$ cat src/rtl/accum_core_pkg.sv
package accum_core_pkg;

  // Steps of one instruction, one per clock
  typedef enum logic [3:0] {
    S_FETCH, S_DECODE, S_ADDR_HI, S_READ_HI, S_ADDR_LO,
    S_READ_LO, S_EXEC, S_WRITE, S_ADVANCE
  } stepT;

  typedef enum logic [1:0] {ADR_PC, ADR_PC1, ADR_PC2, ADR_MAR} adrSelT;
  typedef enum logic [1:0] {ALU_PASS, ALU_ADD, ALU_SUB} aluOpT;

  // Bit positions inside the one-hot opcode
  localparam int BIT_LOAD  = 0;
  localparam int BIT_STORE = 1;
  localparam int BIT_ADD   = 2;
  localparam int BIT_SUB   = 3;
  localparam int BIT_JMP   = 4;
  localparam int BIT_JZ    = 5;
  localparam int OP_BITS   = 6;
  localparam int OPERAND_BYTES = 2;

  // Strobes from the sequencer to the datapath
  typedef struct packed {
    adrSelT adrSel;
    logic   grabHi;
    logic   grabAddr;
    logic   accWrite;
    aluOpT  aluOp;
    logic   memWrite;
    logic   pcAdvance;
    logic   pcJump;
  } ctlT;

endpackage

$ cat src/rtl/accum_core_ctrl.sv
module accum_core_ctrl
  import accum_core_pkg::*;
#(
  parameter int DATA_W = 8
) (
  input  logic              clk,
  input  logic              rstN,
  input  logic [DATA_W-1:0] memRdata,
  input  logic              accZero,
  output ctlT               ctl,
  output logic              halted
);

  stepT               step, stepNext;
  logic [OP_BITS-1:0] opHot;
  logic [OP_BITS-1:0] decHot;
  logic               validOp;
  logic               haltQ;

  // One-hot decode: exactly one defined bit set and nothing above it
  always_comb begin
    validOp = (memRdata[DATA_W-1:OP_BITS] == '0) && $onehot(memRdata[OP_BITS-1:0]);
    decHot  = validOp ? memRdata[OP_BITS-1:0] : '0;
  end

  always_comb begin
    stepNext = step;
    unique case (step)
      S_FETCH:   stepNext = S_DECODE;
      S_DECODE:  stepNext = (decHot == '0) ? S_FETCH : S_ADDR_HI;
      S_ADDR_HI: stepNext = S_READ_HI;
      S_READ_HI: stepNext = S_ADDR_LO;
      S_ADDR_LO: stepNext = S_READ_LO;
      S_READ_LO: stepNext = S_EXEC;
      S_EXEC:    stepNext = S_WRITE;
      S_WRITE:   stepNext = S_ADVANCE;
      S_ADVANCE: stepNext = S_FETCH;
      default:   stepNext = S_FETCH;
    endcase
  end

  always_ff @(posedge clk or negedge rstN) begin
    if (!rstN) begin
      step  <= S_FETCH;
      opHot <= '0;
      haltQ <= 1'b0;
    end else begin
      step <= stepNext;
      if (step == S_DECODE) begin
        opHot <= decHot;
        haltQ <= haltQ | (decHot == '0);
      end
    end
  end

  always_comb begin
    ctl = '0;
    unique case (step)
      S_ADDR_HI, S_READ_HI: ctl.adrSel = ADR_PC1;
      S_ADDR_LO, S_READ_LO: ctl.adrSel = ADR_PC2;
      S_EXEC, S_WRITE:      ctl.adrSel = ADR_MAR;
      default:              ctl.adrSel = ADR_PC;
    endcase
    ctl.grabHi    = (step == S_READ_HI);
    ctl.grabAddr  = (step == S_READ_LO);
    ctl.accWrite  = (step == S_WRITE) &&
                    (opHot[BIT_LOAD] | opHot[BIT_ADD] | opHot[BIT_SUB]);
    ctl.aluOp     = opHot[BIT_ADD] ? ALU_ADD : (opHot[BIT_SUB] ? ALU_SUB : ALU_PASS);
    ctl.memWrite  = (step == S_WRITE) && opHot[BIT_STORE];
    ctl.pcAdvance = (step == S_ADVANCE);
    ctl.pcJump    = (step == S_ADVANCE) &&
                    (opHot[BIT_JMP] | (opHot[BIT_JZ] & accZero));
  end

  assign halted = haltQ;

  // Once stopped, only reset leaves the halted state
  assert_halt_sticky_R9: assert property (@(posedge clk) disable iff (!rstN)
    halted |=> halted);

  // A stopped core never writes memory
  assert_no_write_halted_R9: assert property (@(posedge clk) disable iff (!rstN)
    halted |-> !ctl.memWrite);

endmodule

$ cat src/rtl/accum_core_dp.sv
module accum_core_dp
  import accum_core_pkg::*;
#(
  parameter int DATA_W = 8
) (
  input  logic                clk,
  input  logic                rstN,
  input  ctlT                 ctl,
  input  logic [DATA_W-1:0]   memRdata,
  output logic [2*DATA_W-1:0] memAddr,
  output logic [DATA_W-1:0]   memWdata,
  output logic                memWe,
  output logic                accZero
);

  localparam int ADDR_W = OPERAND_BYTES * DATA_W;
  localparam logic [ADDR_W-1:0] PC_STEP = ADDR_W'(OPERAND_BYTES + 1);

  logic [ADDR_W-1:0] pcQ, marQ;
  logic [DATA_W-1:0] accQ, hiQ, aluOut;

  always_comb begin
    unique case (ctl.adrSel)
      ADR_PC1: memAddr = pcQ + ADDR_W'(1);
      ADR_PC2: memAddr = pcQ + ADDR_W'(2);
      ADR_MAR: memAddr = marQ;
      default: memAddr = pcQ;
    endcase
  end

  always_comb begin
    unique case (ctl.aluOp)
      ALU_ADD: aluOut = accQ + memRdata;
      ALU_SUB: aluOut = accQ - memRdata;
      default: aluOut = memRdata;
    endcase
  end

  always_ff @(posedge clk or negedge rstN) begin
    if (!rstN) begin
      pcQ  <= '0;
      marQ <= '0;
      accQ <= '0;
      hiQ  <= '0;
    end else begin
      if (ctl.grabHi)   hiQ  <= memRdata;
      if (ctl.grabAddr) marQ <= {hiQ, memRdata};
      if (ctl.accWrite) accQ <= aluOut;
      if (ctl.pcAdvance) pcQ <= ctl.pcJump ? marQ : pcQ + PC_STEP;
    end
  end

  assign memWdata = accQ;
  assign memWe    = ctl.memWrite;
  assign accZero  = (accQ == '0);

  // PC moves only in the final step of an instruction
  assert_pc_hold_R11: assert property (@(posedge clk) disable iff (!rstN)
    !ctl.pcAdvance |=> $stable(pcQ));

endmodule

$ cat src/rtl/accum_core.sv
module accum_core
  import accum_core_pkg::*;
#(
  parameter int DATA_W = 8
) (
  input  logic                clk,
  input  logic                rstN,
  output logic [2*DATA_W-1:0] memAddr,
  input  logic [DATA_W-1:0]   memRdata,
  output logic [DATA_W-1:0]   memWdata,
  output logic                memWe,
  output logic                halted
);

  ctlT  ctl;
  logic accZero;

  accum_core_ctrl #(.DATA_W(DATA_W)) u_ctrl (
    .clk      (clk),
    .rstN     (rstN),
    .memRdata (memRdata),
    .accZero  (accZero),
    .ctl      (ctl),
    .halted   (halted)
  );

  accum_core_dp #(.DATA_W(DATA_W)) u_dp (
    .clk      (clk),
    .rstN     (rstN),
    .ctl      (ctl),
    .memRdata (memRdata),
    .memAddr  (memAddr),
    .memWdata (memWdata),
    .memWe    (memWe),
    .accZero  (accZero)
  );

  // A store strobe lasts a single cycle
  assert_single_write_R6: assert property (@(posedge clk) disable iff (!rstN)
    memWe |=> !memWe);

  // While stopped the core keeps refetching the same address
  assert_spin_in_place_R9: assert property (@(posedge clk) disable iff (!rstN)
    halted |=> $stable(memAddr));

endmodule

$ cat config.mk
export PLATFORM = sky130hd
export DESIGN_NAME = accum_core
export DESIGN_NICKNAME = d
export VERILOG_FILES = /design/src/rtl/accum_core_pkg.sv /design/src/rtl/accum_core_ctrl.sv /design/src/rtl/accum_core_dp.sv /design/src/rtl/accum_core.sv
export SDC_FILE = /design/constraint.sdc
export NUM_CORES = 1
export LEC_CHECK = 0
export ABC_AREA = 1
export BUFFER_PORTS_ARGS = -buffer_cell sky130_fd_sc_hd__clkbuf_2
export CAP_MARGIN = 10
export CORE_MARGIN = 2
export CORE_UTILIZATION = 65
export DETAILED_ROUTE_END_ITERATION = 16
export PLACE_DENSITY = 0.86
export SLEW_MARGIN = 10
export SYNTH_ARGS = -nofsm -noshare
export SYNTH_HDL_FRONTEND = slang
export SYNTH_SLANG_ARGS = --single-unit
$ cat constraint.sdc
create_clock -name clk -period 4.85 [get_ports clk]
set_input_delay 0.7275 -clock clk [delete_from_list [all_inputs] [get_ports clk]]
set_output_delay 0.7275 -clock clk [all_outputs]
set_load 0.02 [all_outputs]
# == Yosys cells after proc, flatten, opt, wreduce, memory -nomap -nowiden ==
# Cells that the tools add are included.
# totals
output_inout_bits,26
reg_bits,59
wordCells,56
# op_classes
bitwise,5
reduce_logical,11
n_eq_ne,14
n_addsub,10
n_mux,9
# op_table
operator,n
$pmux W16 S3,1
$add A16 B2 Y16 const B,2
$pmux W4 S8,1
$add A16 B1 Y16 const B,1
$eq A4 B3 Y1 const B,4
$mux W16,1
$pmux W8 S2,1
$add A8 B8 Y8,1
$eq A4 B2 Y1 const B,2
$logic_not A8 Y1,1
$sub A8 B8 Y8,1
$add A1 B1 Y2,3
$add A3 B3 Y3,2
$eq A2 B2 Y1 const B,3
$logic_not A6 Y1,1
$mux W2,3
$mux W6,1
$pmux W2 S3,1
$reduce_or A2 Y1,3
$eq A2 B1 Y1 const B,2
$eq A4 B1 Y1 const B,1
$eq A4 B4 Y1 const B,1
$logic_and A1 B1 Y1,4
$logic_not A4 Y1,1
other kinds (4),7

# == Longest topological paths before layout ==
# logic_depth
depth_word,9
mapped_depth,17
mapped_depth_nobuf,17

# == Modules after synthesis ==
# From an unflattened synthesis, not the netlist that was laid out.
# hier_totals
hier_cells,626
area_unflattened_um2,4354.2
# by_module_without_submodules
module,seq_area_each_um2,cells_per_inst,area_per_inst_um2,instances
accum_core_dp,1201.2,544,3692.3,1
accum_core_ctrl,275.3,82,661.9,1

# == Worst setup path before layout ==
# OpenSTA, ideal clock, no wires.
# synth_timing
path_type,input-to-reg
start,in memRdata[0]
end,"reg u_dp.accQ[4], in the netlist u_dp.memWdata[4]"
setup_slack_ps,2246
stages,11
required_ps,4724
t_arrival_ps,2478
cell_sequence,inv_1 > ha_1 > or2_2 > o21ai_0 > inv_1 > fa_1 > inv_1 > nand3_1 > and3_1 > o21ai_0 > a21oi_1
# synth_between
elab_chain_cells,2
# synth_lines
element,line_no,source
"start, declared",accum_core.sv:9,"input logic [DATA_W-1:0] memRdata,"
$sub A8 B8 Y8 or $add A8 B8 Y8 (tied branches),"accum_core_dp.sv:34, accum_core_dp.sv:33",
$pmux W8 S2 (*),accum_core_dp.sv:32,unique case (ctl.aluOp)
"end signal, assigned",accum_core_dp.sv:48,if (ctl.accWrite) accQ <= aluOut;
"end, declared",accum_core_dp.sv:20,"logic [DATA_W-1:0] accQ, hiQ, aluOut;"
# Mark *: on every way between the ends. The rest lies on a longest branch, timed or not.
# A chain may end at the register's enable or synchronous reset.

# == Final worst setup path ==
# layout_timing
start,reg u_ctrl.step[3]
end,out memAddr[8]
# layout_between
elab_chain_cells,5
# layout_lines
element,line_no,source
"start, declared",accum_core_ctrl.sv:14,"stepT step, stepNext;"
"start signal, assigned",accum_core_ctrl.sv:48,step <= stepNext;
$eq A4 B3 Y1 or $eq A4 B2 Y1 (tied branches),accum_core_ctrl.sv:58,unique case (step)
$reduce_or A2 Y1,accum_core_ctrl.sv:58,
$pmux W2 S3 (*),accum_core_ctrl.sv:58,
$eq A2 B2 Y1 or $eq A2 B1 Y1 (tied branches),accum_core_dp.sv:23,unique case (ctl.adrSel)
$pmux W16 S3 (*),accum_core_dp.sv:23,
"end, declared",accum_core.sv:8,"output logic [2*DATA_W-1:0] memAddr,"
# Marks and branches as above.

==> key figures <==
Detailed routing
  • DRC errors left: 0
  • Via/cell ratio: roughly 6
  • TritonRoute pass-1 iters: 5
  • WL per Instance: 16.16 um
  • Met2 routed WL: 5617 um
  • DRT Wirelength: between 10000 and 15000 um
  • Vias: 4313
  • Routed length on met3: 984 um
  • DR iter-0 viols: ~340
  • Top Layer Used: met4
  • DRT antenna net count: 0
  • Metal-1 WL: 4715 um

Worst setup path
  • Most used cell, CP: nand2_1
  • Crit path cell chain: nor2_1 -> nand2_1 -> inv_1 -> nor2_2 -> nand2_1 -> nand4_1 -> clkbuf_2
  • Levels on crit path: 7
  • CP required: 4.12 ns
  • Class of the most critical setup path: flop to output port
  • CP bufs+invs: 2
  • Worst Reg-to-Reg Cells: 11
  • CP top delay family: simple AND/OR/NAND/NOR gates
  • Critical Path End Type: output port
  • Critical path arrival: 2.28 ns
  • Setup crit start kind: flop
  • Slowest cell on the critical path: nor2_2
  • CP max stage delay: 0.49 ns
  • Crit Path Max Fanout: 12

GRT
  • Total GRT Usage: 34.03%
  • Largest net degree at the start of global routing: 60
  • Initial antenna violation count: 0
  • First-pass GRT wire length: approximately 19000 um
  • Grt ovf: 0
  • Vias in the first global route: 4138

Floorplan
  • Die H: roughly 85 um
  • Initial Util: 67.07%
  • Row cnt: 29
  • I/O pins: 36
  • Std-Cell Core Area: 0.006350 mm2
  • Die Wd: ~85 um
  • Die area: about 0.007 mm2

Synthesis
  • Share of flip-flops with an asynchronous set or reset: 100.0%
  • Syn Area/Cell: 7.051 um2
  • Most used DFF post-synth: dfrtp_1
  • YS warnings: 0
  • Post-synth cell types: 39
  • Synthesized flop and latch total: 59
  • Seq/Total Area, Yosys: 34.67%
  • Post-synthesis cell count: roughly 600
  • Post-Syn Area: 0.004259 mm2
  • Syn Nets: between 600 and 700
  • Post-synth EDFFs: 0

Power
  • P_leak: 2.367 nW
  • Pwr dens: around 440 mW/mm2
  • Total Power: 2.061 mW
  • Maximum VDD drop: slightly above 300 uV

STA
  • Setup violators final: 0
  • Fmax: 332.6 MHz
  • Fin. Hold Viols: 0
  • RSZ-0062 raised after global routing: no
  • Worst slew pin tran: 0.7707 ns
  • Final worst setup slack: 1.843 ns
  • Crit share post-route: between 60 and 70%
  • Hold_ws: 0.4816 ns
  • Slew Limit Fails: 0
  • Relative slew slack: 48.62%
  • Setup TNS: 0 ns
  • Clock skew: 0.01180 ns
  • Crit path time final: 3.007 ns

CTS
  • TritonCTS Buffers: 9
  • Hold Buf Count CTS: 0
  • CTS HTree Levels: 3
  • Root Driver: clkbuf_8
  • Clk slew on worst S/H paths: 0.07 ns
  • Post-CTS resize count: 0
  • # clock sinks: 59
  • Setup bufs post-CTS: 0
  • TritonCTS clock tree: done
  • Longest Clk Path Bufs: 2
  • Worst-skew pair later-pin latency: 0.35 ns

Cells and area
  • Leading cell type in the layout, fill and taps excluded: nand2_1
  • Area grow syn2layout: 9.900%
  • Fraction of layout cells with a size suffix above 1: 13.33%
  • Number of diodes: 0
  • Most frequent cells in the layout: 156 x nand2_1, 78 x inv_1, 59 x dfrtp_1
  • Total Nets Final: approximately 670
  • Util after Layout: between 70% and 80%

Hold path
  • Hold Path Class: flop to flop
  • WHS Path Cells: 1

Placement
  • Number of buffers added on ports: 35
  • Gp weighted congestion: 0.9733
  • Post-Place Worst Slack: around 1.8 ns
  • Detailed Place HPWL: 8336 um

Flow run
  • Max Cap Viol: 0

Status
  • Status: completed
==> sequential cells by signal (all words and copies together), names as in the netlist <==
register and cells:
u_dp.hiQ 8, u_ctrl.opHot 6, u_ctrl.halted 1, u_dp.marQ 16, u_dp.memWdata 8, u_dp.pcQ 16
u_ctrl.step 4
==> metal layers <==
metal	GRT usage (%)	vias to the layer above
met1	44.21	1973
met3	5.350	41
met5	0	-
met4	16.16	0
met2	55.82	232
li1	-	2067
==> cell usage after synthesis (3+ instances only) <==
cell type	instances	area share (%)
a21oi_1	31	3.6
buf_2	5	0.59
clkbuf_1	3	0.26
clkinv_1	3	0.26
dfrtp_1	59	35
fa_1	3	1.4
ha_1	18	5.3
inv_1	78	6.9
inv_2	5	0.44
mux2_2	4	1.1
nand2_1	156	14
nand2_2	7	1.0
nand3_1	54	6.3
nand4_1	18	2.6
nor2_1	45	4.0
nor2_2	3	0.44
nor2_4	5	1.3
nor3_1	3	0.35
o2111ai_1	4	0.82
o211ai_1	11	1.9
o21ai_0	52	6.1
o21ai_1	6	0.71
or2_2	3	0.44
xor2_1	8	1.6
==> worst paths after layout <==
check	start	end	slack, ns
worst max register to register	u_ctrl.opHot[3]	u_dp.memWdata[4]	2.46
worst max-delay path	u_ctrl.step[3]	memAddr[8]	1.84
max in group asynchronous	rstN	u_dp.pcQ[11]	3.80
worst min-delay path	u_ctrl.halted	u_ctrl.halted	0.48
worst min register to register	u_ctrl.halted	u_ctrl.halted	0.48
min in group asynchronous	rstN	u_ctrl.opHot[3]	0.53
==> final cells by class <==
type                            count  area (um2)
Sequential cell                    59        1476
Timing Repair Buffer               36       182.7
Clock inverter                      6       65.06
Inverter                           86       322.8
Multi-Input combinational cell    448        2400
Fill cell                         490        1669
Clock buffer                       10       137.6
Tap cell                           77       96.34
==> report_power, final <==
group          internal, mW  total (mW)  switching [mW]
clock network         0.250       0.471           0.221
logic                 0.272       0.831           0.559
registers             0.629       0.760           0.130
total                  1.15        2.06           0.910
==> kinds of logic after synthesis <==
| kind of cell | share of synthesized area (%) |
|---|---|
| simple gates | 31.67 |
| compound gates | 14.86 |
| buf+inv | 8.989 |
| flops | 34.67 |
| fa+ha+maj | 6.698 |
| xor+xnor | 2.057 |
| mux | 1.058 |
==> worst register-to-register path, cell delays in order, from the launching register on <==
cell and delay (ns):
dfrtp_1 0.38, nand2_1 0.16, inv_1 0.10, or2_2 0.27
o21ai_0 0.13, inv_1 0.10, fa_1 0.44, inv_1 0.10
nand3_1 0.10, and3_1 0.20, o21ai_0 0.20, a21oi_1 0.10
==> stage by stage <==
stage | cells | instance area, um2
after floorplan | 604 | 4259
after global placement | 706 | 4478
after detailed placement | 706 | 4478
after CTS | 722 | 4681
after global routing | 722 | 4681
final | 722 | 4681
Power figures use the tool's default switching activity.
